<file path="config.mk">
export PLATFORM = sky130hd
export DESIGN_NAME = slowclk_wave_out
export DESIGN_NICKNAME = d
export VERILOG_FILES = /design/src/rtl/wave_out_pkg.sv /design/src/rtl/wave_divider.sv /design/src/rtl/wave_alarm_track.sv /design/src/rtl/wave_src_mux.sv /design/src/rtl/slowclk_wave_out.sv
export SDC_FILE = /design/constraint.sdc
export NUM_CORES = 1
export LEC_CHECK = 0
export ABC_AREA = 1
export BUFFER_PORTS_ARGS = -buffer_cell sky130_fd_sc_hd__buf_2
export CAP_MARGIN = 20
export CORE_UTILIZATION = 60
export CTS_CLUSTER_SIZE = 14
export DETAILED_ROUTE_END_ITERATION = 10
export PLACE_DENSITY_LB_ADDON = 0.3
export SETUP_SLACK_MARGIN = 0.05
export SYNTH_ARGS = -nofsm -noshare
export SYNTH_HDL_FRONTEND = slang
export SYNTH_SLANG_ARGS = --single-unit
</file>
<file path="constraint.sdc">
create_clock -name clk_slow -period 3.73 [get_ports clk_slow]
set_input_delay 1.119 -clock clk_slow [delete_from_list [all_inputs] [get_ports clk_slow]]
set_output_delay 1.119 -clock clk_slow [all_outputs]
set_load 0.01 [all_outputs]
</file>
<file path="src/rtl/wave_out_pkg.sv">
package wave_out_pkg;

    localparam int SEL_W = 3;
    localparam int HT_W  = 3;
    localparam int PER_W = 2;
    localparam int HL_W  = 11;

    typedef enum logic [SEL_W-1:0] {
        SRC_LOW      = 3'd0,
        SRC_SQ_1HZ   = 3'd1,
        SRC_SQ_32HZ  = 3'd2,
        SRC_SQ_64HZ  = 3'd3,
        SRC_SQ_512HZ = 3'd4,
        SRC_ALM_TOG  = 3'd5,
        SRC_ALM_COPY = 3'd6,
        SRC_PULSE    = 3'd7
    } src_sel_e;

    // Next-cycle values of every selectable source, shared by all output muxes.
    typedef struct packed {
        logic sq_1hz;
        logic sq_32hz;
        logic sq_64hz;
        logic sq_512hz;
        logic alm_tog;
        logic alm_copy;
        logic pulse;
        logic half_mode;
    } src_bus_t;

    localparam logic [HT_W-1:0] HT_HALF = 3'd7;

    // High time in slow-clock cycles; the half-cycle code is handled apart.
    function automatic logic [HL_W-1:0] high_len(input logic [HT_W-1:0] code);
        logic [HL_W-1:0] len;
        case (code)
            3'd0:    len = 11'd1024;
            3'd1:    len = 11'd512;
            3'd2:    len = 11'd128;
            3'd3:    len = 11'd32;
            3'd4:    len = 11'd16;
            3'd5:    len = 11'd4;
            3'd6:    len = 11'd1;
            default: len = 11'd0;
        endcase
        return len;
    endfunction

endpackage

</file>
<file path="src/rtl/wave_divider.sv">
module wave_divider
    import wave_out_pkg::*;
#(
    parameter int DIV_W    = 15,
    parameter int TAP_1HZ  = 14,
    parameter int TAP_32HZ = 9,
    parameter int TAP_64HZ = 8,
    parameter int TAP_512  = 5
) (
    input  logic             clk,
    input  logic             rst_n,
    input  logic [HT_W-1:0]  high_code,
    input  logic [PER_W-1:0] period_code,
    output logic             sq_1hz_nxt,
    output logic             sq_32hz_nxt,
    output logic             sq_64hz_nxt,
    output logic             sq_512_nxt,
    output logic             pulse_nxt,
    output logic             half_mode
);

    localparam logic [DIV_W-1:0] CNT_MAX = '1;

    typedef struct packed {
        logic [DIV_W-1:0] cnt;
    } div_state_t;

    div_state_t st_d, st_q;
    logic [DIV_W-1:0] pos_mask;
    logic [DIV_W-1:0] pos_d;
    logic [DIV_W-1:0] hi_len_ext;

    always_comb begin
        st_d        = st_q;
        st_d.cnt    = st_q.cnt + 1'b1;
        pos_mask    = CNT_MAX >> period_code;
        pos_d       = st_d.cnt & pos_mask;
        hi_len_ext  = DIV_W'(high_len(high_code));
        half_mode   = (high_code == HT_HALF);
        sq_1hz_nxt  = st_d.cnt[TAP_1HZ];
        sq_32hz_nxt = st_d.cnt[TAP_32HZ];
        sq_64hz_nxt = st_d.cnt[TAP_64HZ];
        sq_512_nxt  = st_d.cnt[TAP_512];
        if (half_mode) begin
            pulse_nxt = (pos_d == '0);
        end else begin
            pulse_nxt = (pos_d < hi_len_ext);
        end
    end

    always_ff @(posedge clk) begin
        if (!rst_n) begin
            st_q <= '0;
        end else begin
            st_q <= st_d;
        end
    end

    // the divider wraps to zero after its top value
    p_div_wrap_r3: assert property (@(posedge clk) disable iff (!rst_n)
        ($past(st_q.cnt) == CNT_MAX) |-> (st_q.cnt == '0));

    // the divider only ever steps by one while out of reset
    p_div_step_r10: assert property (@(posedge clk) disable iff (!rst_n)
        (st_q.cnt != '0) |-> (st_q.cnt == $past(st_q.cnt) + 1'b1));

endmodule

</file>
<file path="src/rtl/wave_alarm_track.sv">
module wave_alarm_track (
    input  logic clk,
    input  logic rst_n,
    input  logic alarm_i,
    output logic tog_nxt,
    output logic copy_nxt
);

    typedef struct packed {
        logic alm;
        logic tog;
    } alm_state_t;

    alm_state_t st_d, st_q;
    logic       rise;

    always_comb begin
        st_d     = st_q;
        rise     = alarm_i & ~st_q.alm;
        st_d.alm = alarm_i;
        st_d.tog = st_q.tog ^ rise;
        tog_nxt  = st_d.tog;
        copy_nxt = alarm_i;
    end

    always_ff @(posedge clk) begin
        if (!rst_n) begin
            st_q <= '0;
        end else begin
            st_q <= st_d;
        end
    end

    // a new alarm inverts the toggle level
    p_tog_flip_r4: assert property (@(posedge clk) disable iff (!rst_n)
        (alarm_i && !st_q.alm) |=> (st_q.tog != $past(st_q.tog)));

    // without a new alarm the toggle level holds
    p_tog_hold_r4: assert property (@(posedge clk) disable iff (!rst_n)
        !(alarm_i && !st_q.alm) |=> $stable(st_q.tog));

endmodule

</file>
<file path="src/rtl/wave_src_mux.sv">
module wave_src_mux
    import wave_out_pkg::*;
(
    input  logic             clk,
    input  logic             rst_n,
    input  logic [SEL_W-1:0] sel_i,
    input  src_bus_t         src_i,
    output logic             wave_o
);

    typedef struct packed {
        logic lvl;
        logic gate;
    } mux_state_t;

    mux_state_t st_d, st_q;

    always_comb begin
        st_d      = st_q;
        st_d.gate = 1'b0;
        case (src_sel_e'(sel_i))
            SRC_LOW:      st_d.lvl = 1'b0;
            SRC_SQ_1HZ:   st_d.lvl = src_i.sq_1hz;
            SRC_SQ_32HZ:  st_d.lvl = src_i.sq_32hz;
            SRC_SQ_64HZ:  st_d.lvl = src_i.sq_64hz;
            SRC_SQ_512HZ: st_d.lvl = src_i.sq_512hz;
            SRC_ALM_TOG:  st_d.lvl = src_i.alm_tog;
            SRC_ALM_COPY: st_d.lvl = src_i.alm_copy;
            SRC_PULSE: begin
                st_d.lvl  = src_i.pulse;
                st_d.gate = src_i.half_mode;
            end
            default:      st_d.lvl = 1'b0;
        endcase
    end

    always_ff @(posedge clk) begin
        if (!rst_n) begin
            st_q <= '0;
        end else begin
            st_q <= st_d;
        end
    end

    // Half-cycle pulse: only let the level through in the clock low phase.
    assign wave_o = st_q.lvl & ~(st_q.gate & clk);

    // code 0 gives a low level after the edge
    p_low_hold_r2: assert property (@(posedge clk) disable iff (!rst_n)
        (sel_i == SRC_LOW) |=> !st_q.lvl);

    // copy mode shows the alarm sampled at the previous edge
    p_copy_lag_r5: assert property (@(posedge clk) disable iff (!rst_n)
        (sel_i == SRC_ALM_COPY) |=> (st_q.lvl == $past(src_i.alm_copy)));

    // the gate is only armed in pulse mode
    p_gate_pulse_only_r8: assert property (@(posedge clk) disable iff (!rst_n)
        (sel_i != SRC_PULSE) |=> !st_q.gate);

endmodule

</file>
<file path="src/rtl/slowclk_wave_out.sv">
module slowclk_wave_out
    import wave_out_pkg::*;
#(
    parameter int DIV_W    = 15,
    parameter int TAP_1HZ  = 14,
    parameter int TAP_32HZ = 9,
    parameter int TAP_64HZ = 8,
    parameter int TAP_512  = 5
) (
    input  logic             clk_slow,
    input  logic             rst_n,
    input  logic             alarm_i,
    input  logic [2:0]       src_sel0,
    input  logic [2:0]       src_sel1,
    input  logic [2:0]       high_code,
    input  logic [1:0]       period_code,
    output logic             wave0_o,
    output logic             wave1_o
);

    localparam int NUM_OUT = 2;

    src_bus_t         src_bus;
    logic [SEL_W-1:0] sel_arr  [NUM_OUT];
    logic             wave_arr [NUM_OUT];

    assign sel_arr[0] = src_sel0;
    assign sel_arr[1] = src_sel1;

    wave_divider #(
        .DIV_W    (DIV_W),
        .TAP_1HZ  (TAP_1HZ),
        .TAP_32HZ (TAP_32HZ),
        .TAP_64HZ (TAP_64HZ),
        .TAP_512  (TAP_512)
    ) u_div (
        .clk         (clk_slow),
        .rst_n       (rst_n),
        .high_code   (high_code),
        .period_code (period_code),
        .sq_1hz_nxt  (src_bus.sq_1hz),
        .sq_32hz_nxt (src_bus.sq_32hz),
        .sq_64hz_nxt (src_bus.sq_64hz),
        .sq_512_nxt  (src_bus.sq_512hz),
        .pulse_nxt   (src_bus.pulse),
        .half_mode   (src_bus.half_mode)
    );

    wave_alarm_track u_alm (
        .clk      (clk_slow),
        .rst_n    (rst_n),
        .alarm_i  (alarm_i),
        .tog_nxt  (src_bus.alm_tog),
        .copy_nxt (src_bus.alm_copy)
    );

    for (genvar g = 0; g < NUM_OUT; g++) begin : g_out
        wave_src_mux u_mux (
            .clk    (clk_slow),
            .rst_n  (rst_n),
            .sel_i  (sel_arr[g]),
            .src_i  (src_bus),
            .wave_o (wave_arr[g])
        );
    end

    assign wave0_o = wave_arr[0];
    assign wave1_o = wave_arr[1];

    // both pins stay low through reset
    p_reset_low_r1: assert property (@(posedge clk_slow)
        !rst_n |=> (!wave0_o && !wave1_o) || rst_n);

endmodule

</file>
Word level (Yosys, flattened, before mapping)
Index checks and enable logic that the tools add are counted.
W data, S select, Z words.
{ "totals": {"reg_bits": 21, "in_bits": 14, "out_inout_bits": 2, "wordCells": 51} }
{ "classes": {"addsub": 1, "magnitude_cmp": 1, "eq_ne": 21, "shift": 1, "muxes": 4, "bitwise": 10, "n_reduce_logical": 6} }
{ "op_table": {"columns": ["cell", "count"], "rows": [
  ["$pmux W11 S7", 1],
  ["$eq A3 B3 Y1 const B", 12],
  ["$eq A3 B2 Y1 const B", 6],
  ["$pmux W1 S8", 2],
  ["$add A15 B1 Y15 const B", 1],
  ["$and A15 B15 Y15", 1],
  ["$logic_not A15 Y1", 1],
  ["$lt A15 B11 Y1", 1],
  ["$shr A15 B2 Y15 const A", 1],
  ["$eq A3 B1 Y1 const B", 3],
  ["$logic_not A3 Y1", 3],
  ["$and A1 B1 Y1", 5],
  ["$reduce_and A2 Y1", 2],
  ["$not A1 Y1", 3],
  ["$mux W1", 1],
  ["$xor A1 B1 Y1", 1]
]} }

Longest topological paths before layout
Gate-level depths: netlist of the first run.
{ "logic_depth": {"word_depth": 5, "mapped_depth": 16, "depth_no_buf": 16} }

Hierarchy
A second synthesis of the first run with hierarchy kept.
{ "unflattened": {"hier_cells": 238, "area_unflattened_um2": 1497.7} }
{ "by_module_without_submodules": {"columns": ["module", "n_inst", "cells_each", "area_each_um2", "seq_area_each_um2"], "rows": [
  ["wave_divider", 1, 177, 1116.1, 300.3],
  ["wave_src_mux", 2, 24, 142.6, 40.0],
  ["wave_alarm_track", 1, 13, 96.3, 40.0]
]} }

==> run summary, run 1 <==
Detailed Routing Iterations Pass 1 - 4
Seq cells post-synth - 21
CP peak stage delay - 150 ps
worst-margin pin slew - 551.9 ps
Hold Slack - 491.2 ps
Final nets - 272
cells after synthesis - 228
DRT Wirelength - 2931 um
max cap viols - 0
design area - 1623 sq um
Max FO, Critical Path - 2
CP Cell Sequence - clkbuf_4 > clkbuf_4 > a21boi_0 > buf_2
Max VDD drop - 0.0003119 V
Rows - 17
number of top-level pins - 16
post-route ant nets - 0
largest net degree at the start of global routing - 20
Synth top area share - 28.79%
core area - 2255 sq um
Most used DFF post-synth - dfxtp_1
Synthesis Warnings - 0
Worst Setup End Kind - output pin
r2r setup slk - 1380 ps
Top delay family on crit path - buffers and inverters
top post-synthesis cells by area - dfxtp_1, nand2_1, inv_1
# hold bufs at CTS - 0
CP max-delay cell - buf_2
Remaining Overflow, GRT - 0
FFs w/ async S/R, synth - 0%
final hold vios - 0
clk_lat worst skew - 410 ps
CP endpoint - wave1_o
Setup crit start - clk_slow
synthesized area per cell - 6.404 sq um
# diodes - 0
TNS Setup - 0 ps
Power Dens Cells - 285.0 nW/um^2
cell mode on critical path - clkbuf_4
DP Cell Count - 270
port buffer count - 15
Pins Over Slew Limit - 0
Placed Area - 1567 sq um
mapped cell area - 1460 sq um
Reg2Reg Depth - 14
CP Class - clk -> out
placer congestion estimate - 0.8719
post-DP HPWL - 2353 um
register area share after synthesis - 28.79%
TritonCTS clock tree - built
Crit path required time - 2610 ps
die width - 51.33 um
RR Startpoint - u_div.st_q[0]
data arrival time of the worst path - 2380 ps
Bufs and invs on worst path - 3
Die H - 51.33 um
Reg2Reg Capture Point - g_out[1].u_mux.st_q[1]
routed length per instance - 10.54 um
initial antenna violation count - 0
Layout fillers - 194
Post-synth EDFFs - 0
Crit. path cell count - 4
clock skew - 5.974 ps
HP Class - reg -> reg
fin cells - 278
Clk pin slew, worst setup/hold paths - 110 ps
Slew HR - 62.98%
DIE AREA - 2635 sq um
Initial Utilization - 64.76%
area grow syn2layout - 11.14%
Synth area leader - dfxtp_1
layout cell share with drive strength beyond 1 - 16.80%
Commonest cells post-synth - nand2_1, inv_1, nor2_1, dfxtp_1, nand3_1
first-pass GRT wire length - 5340 um
vias in the first global route - 1401
number of setup violations in the final report - 0
CP Launch Type - clock port
syn_nets - 249
post-CTS sizing - 0
status - finished clean
RSZ-0062 raised after global routing - false
DRT iter0 DRCs - 32
Setup Fix Bufs, Post-CTS - 0
static leakage - 0.8211 nW
most frequent cell after synthesis - nand2_1
GRT Overall Usage - 27.46%
drt drc - 0
routed via count - 1453
Netlist cell types - 27
vias per inst - 5.227
logic make-up after synthesis:
logic type | after synthesis | share of synthesized area, %
AOI/OAI and AO/OA | 24 | 9.854
DFF | 21 | 28.79
xor gates and xnor gates | 2 | 1.200
adders and majority gates | 7 | 5.998
and+or+nand+nor | 137 | 44.64
buffers and inverters | 37 | 9.511
how the worst min path moves through the flow:
stage          cells past startpoint       endpoint           from
4_1_cts                            1  u_div.st_q[0]  u_div.st_q[0]
2_1_floorplan                      1  u_div.st_q[0]  u_div.st_q[0]
3_5_place_dp                       1  u_div.st_q[0]  u_div.st_q[0]
3_3_place_gp                       1  u_div.st_q[0]  u_div.st_q[0]
5_1_grt                            1  u_div.st_q[0]  u_div.st_q[0]
6_report                           1  u_div.st_q[0]  u_div.st_q[0]
layer usage:
layer  GRT usage, %  vias to the layer above  share of wire [%]
met1          32.55                      627                 48
met3          6.250                        2                4.2
met4          13.51                        0               0.44
met5              0                        -                  0
met2          46.27                       43                 47
li1               -                      781                  -
flip-flops by register name, indices dropped and copies added (netlist names):
register          count
u_div.st_q           15
g_out.u_mux.st_q      4
u_alm.st_q            2
cells in the final DEF, fill, tap and decap left out, types with 2 or more instances in the layout:
master / count
a21boi_0: 2
a21oi_1: 12
buf_2: 15
clkbuf_4: 7
dfxtp_1: 21
ha_1: 7
inv_1: 34
nand2_1: 57
nand2_2: 8
nand3_1: 19
nand3_2: 2
nand4_1: 9
nor2_1: 32
nor2_4: 3
nor4_1: 2
o2111ai_1: 2
o21ai_0: 3
o21bai_1: 2
or2_2: 2
xor2_1: 2
worst register-to-register path: cells and delay by family, from the launching register on:
| kind | cells | cell delay (ps) |
|---|---|---|
| AOI/OAI and AO/OA | 2 | 270 |
| adders and majority gates | 2 | 550 |
| DFF | 1 | 410 |
| and+or+nand+nor | 10 | 1040 |
where the power goes:
| group | total, mW | leakage [nW] | switching [mW] | internal, mW |
|---|---|---|---|---|
| logic | 0.0562 | 0.603 | 0.0345 | 0.0217 |
| clock network | 0.172 | 0.0477 | 0.0814 | 0.0905 |
| registers | 0.234 | 0.171 | 0.00408 | 0.230 |
stage by stage:
step,utilization [%],power (mW),setup slack (ps)
detailed placement,69.48,0.2990,493.8
global placement,69.48,0.2982,493.8
CTS,71.98,0.4706,223.2
global route,71.98,0.4937,155.7
finish,71.98,0.4625,234.3
floorplan,-,0.2792,465.3
layout make-up:
class                      instances  area, sq um  share of cell area [%]
multi-input combinational        170        900.9                   55.51
sequential                        21        420.4                   25.91
inverter                          36        135.1                   8.327
clock buffer                      10        66.31                   4.086
timing repair buffer              13        65.06                   4.009
tap                               28        35.03                   2.159
Note: power is estimated with default switching activity, not from simulation.
==> inputs of run 2 (changes only) <==
--- a/config.mk
+++ b/config.mk
@@ -11,6 +11,7 @@
 export CORE_UTILIZATION = 60
 export CTS_CLUSTER_SIZE = 14
 export DETAILED_ROUTE_END_ITERATION = 10
+export MAX_ROUTING_LAYER = met4
 export PLACE_DENSITY_LB_ADDON = 0.3
 export SETUP_SLACK_MARGIN = 0.05
 export SYNTH_ARGS = -nofsm -noshare
==> run 2 against run 1 <==
Net effect: non-clock buffer count unchanged; setup slack about the same; via count increased by 0.21%; design area unchanged; routed wire length unchanged; die area unchanged; critical path type unchanged; critical endpoint is now wave0_o.
==> run summary, run 2 (same netlist as run 1, synthesis figures left out) <==
GRT Overall Usage - 28.20% (+0.74 points)
clk_lat worst skew - 410 ps (about the same)
vias per inst - 5.237 (+0.21%)
CP peak stage delay - 150 ps (about the same)
Pins Over Slew Limit - 0 (unchanged)
Die H - 51.33 um (unchanged)
Setup crit start - clk_slow
area grow syn2layout - 11.14% (unchanged)
core area - 2255 sq um (unchanged)
Placed Area - 1567 sq um (unchanged)
first-pass GRT wire length - 5340 um (unchanged)
commonest non-fill, non-tap cells in the layout - nand2_1, inv_1, nor2_1
Remaining Overflow, GRT - 0 (unchanged)
Max FO, Critical Path - 2 (unchanged)
sw power - 0.1208 mW (+0.69%)
Top reg by flops - u_div.st_q
largest net degree at the start of global routing - 20 (unchanged)
Layout fillers - 194 (unchanged)
Power Dens Cells - 285.5 nW/um^2 (+0.18%)
die width - 51.33 um (unchanged)
Slew HR - 62.51% (-0.47 points)
Clk pin slew, worst setup/hold paths - 110 ps (about the same)
Setup Fix Bufs, Post-CTS - 0 (unchanged)
Gate power share - 12.1% (about the same)
data arrival time of the worst path - 2380 ps (about the same)
DRT iter0 DRCs - 28 (-13%)
Max VDD drop - 0.0003156 V (+1.2%)
top flop regs - u_div.st_q (15), g_out.u_mux.st_q (4), u_alm.st_q (2)
max FFs per register - 15 (unchanged)
Final nets - 272 (unchanged)
static leakage - 0.8211 nW (unchanged)
design area - 1623 sq um (unchanged)
Initial Utilization - 64.76% (unchanged)
clock skew - 2.962 ps (-3.012 ps)
Reg2Reg Capture Point - g_out[1].u_mux.st_q[1]
RSZ-0062 raised after global routing - false
Cell Int Power - 0.3426 mW (about the same)
final hold vios - 0 (unchanged)
post-DP HPWL - 2353 um (unchanged)
worst-margin pin slew - 558.8 ps (+6.944 ps)
cell mode on critical path - clkbuf_4
post-route ant nets - 0 (unchanged)
CP endpoint - wave0_o
TritonCTS clock tree - built
RR Startpoint - u_div.st_q[0]
max cap viols - 0 (unchanged)
post-CTS sizing - 0 (unchanged)
routed via count - 1456 (+0.21%)
HP Class - reg -> reg
Reg2Reg Depth - 14 (unchanged)
Detailed Routing Iterations Pass 1 - 4 (unchanged)
# hold bufs at CTS - 0 (unchanged)
DRT Wirelength - 2931 um (unchanged)
TNS Setup - 0 ps (unchanged)
commonest non-fill, non-tap cell in the layout - nand2_1
Crit path required time - 2610 ps (about the same)
Worst Setup End Kind - output pin
# diodes - 0 (unchanged)
placer congestion estimate - 0.8861 (+1.6%)
CP max-delay cell - buf_2
layout cell share with drive strength beyond 1 - 16.80% (unchanged)
hold_sp - u_div.st_q[0]
r2r setup slk - 1380 ps (about the same)
CP Class - clk -> out
port buffer count - 15 (unchanged)
Flop pwr share - 50.6% (about the same)
status - finished clean
number of top-level pins - 16 (unchanged)
CP Cell Sequence - clkbuf_4 > clkbuf_4 > a21boi_0 > buf_2
drt drc - 0 (unchanged)
routed length per instance - 10.54 um (unchanged)
register area - 420.4 sq um (unchanged)
CP Launch Type - clock port
Rows - 17 (unchanged)
Clock power frac - 37.3% (about the same)
area occupied by multi-input gates - 900.9 sq um (unchanged)
DIE AREA - 2635 sq um (unchanged)
number of setup violations in the final report - 0 (unchanged)
initial antenna violation count - 0 (unchanged)
Switching Fraction - 26.06% (+0.13 points)
vias in the first global route - 1397 (-0.29%)
## run 2: critical path: cells and delay by family
| kind | cells | cell delay [ps] |
|---|---|---|
| buffers and inverters | 3 | 390 |
| AO/OA/AOI/OAI | 1 | 130 |
## run 2: metrics by stage
stage	util, %	cells	worst slack (ps)	hold slack [ps]	power [mW]
2_1_floorplan	-	228	465.3	441.4	0.2792
3_3_place_gp	69.48	270	493.8	468.4	0.2982
3_5_place_dp	69.48	270	493.8	472.8	0.2990
4_1_cts	71.98	278	223.2	503.5	0.4706
5_1_grt	71.98	278	155.7	535.4	0.4937
6_report	71.98	278	234.1	491.0	0.4633
## run 2: layout make-up
| cell class | instances | area share (%) |
|---|---|---|
| flip-flops and latches | 21 | 25.91 |
| well taps | 28 | 2.159 |
| multi-input cells | 170 | 55.51 |
| inverters | 36 | 8.327 |
| clock buffers | 10 | 4.086 |
| repair buffers | 13 | 4.009 |
## run 2: power by group through the flow
stage | Clock [mW] | Combinational (mW) | Sequential (mW)
2_1_floorplan | 0.00184 | 0.0389 | 0.238
3_3_place_gp | 0.00307 | 0.0555 | 0.240
3_5_place_dp | 0.00308 | 0.0565 | 0.240
4_1_cts | 0.179 | 0.0567 | 0.234
5_1_grt | 0.193 | 0.0655 | 0.236
6_report | 0.173 | 0.0562 | 0.234
## run 2: how the worst min path moves through the flow
stage,end,slack (ps),cells after the start
6_report,u_div.st_q[0],490,1
5_1_grt,u_div.st_q[0],540,1
4_1_cts,u_div.st_q[0],500,1
3_5_place_dp,u_div.st_q[0],470,1
3_3_place_gp,u_div.st_q[0],470,1
2_1_floorplan,u_div.st_q[0],440,1
## run 2: per-layer routing
metal	share of wire, %	GRT usage, %
met2	48	46.27
met5	0	-
met3	3.6	6.250
met1	48	32.55
met4	0.44	13.51
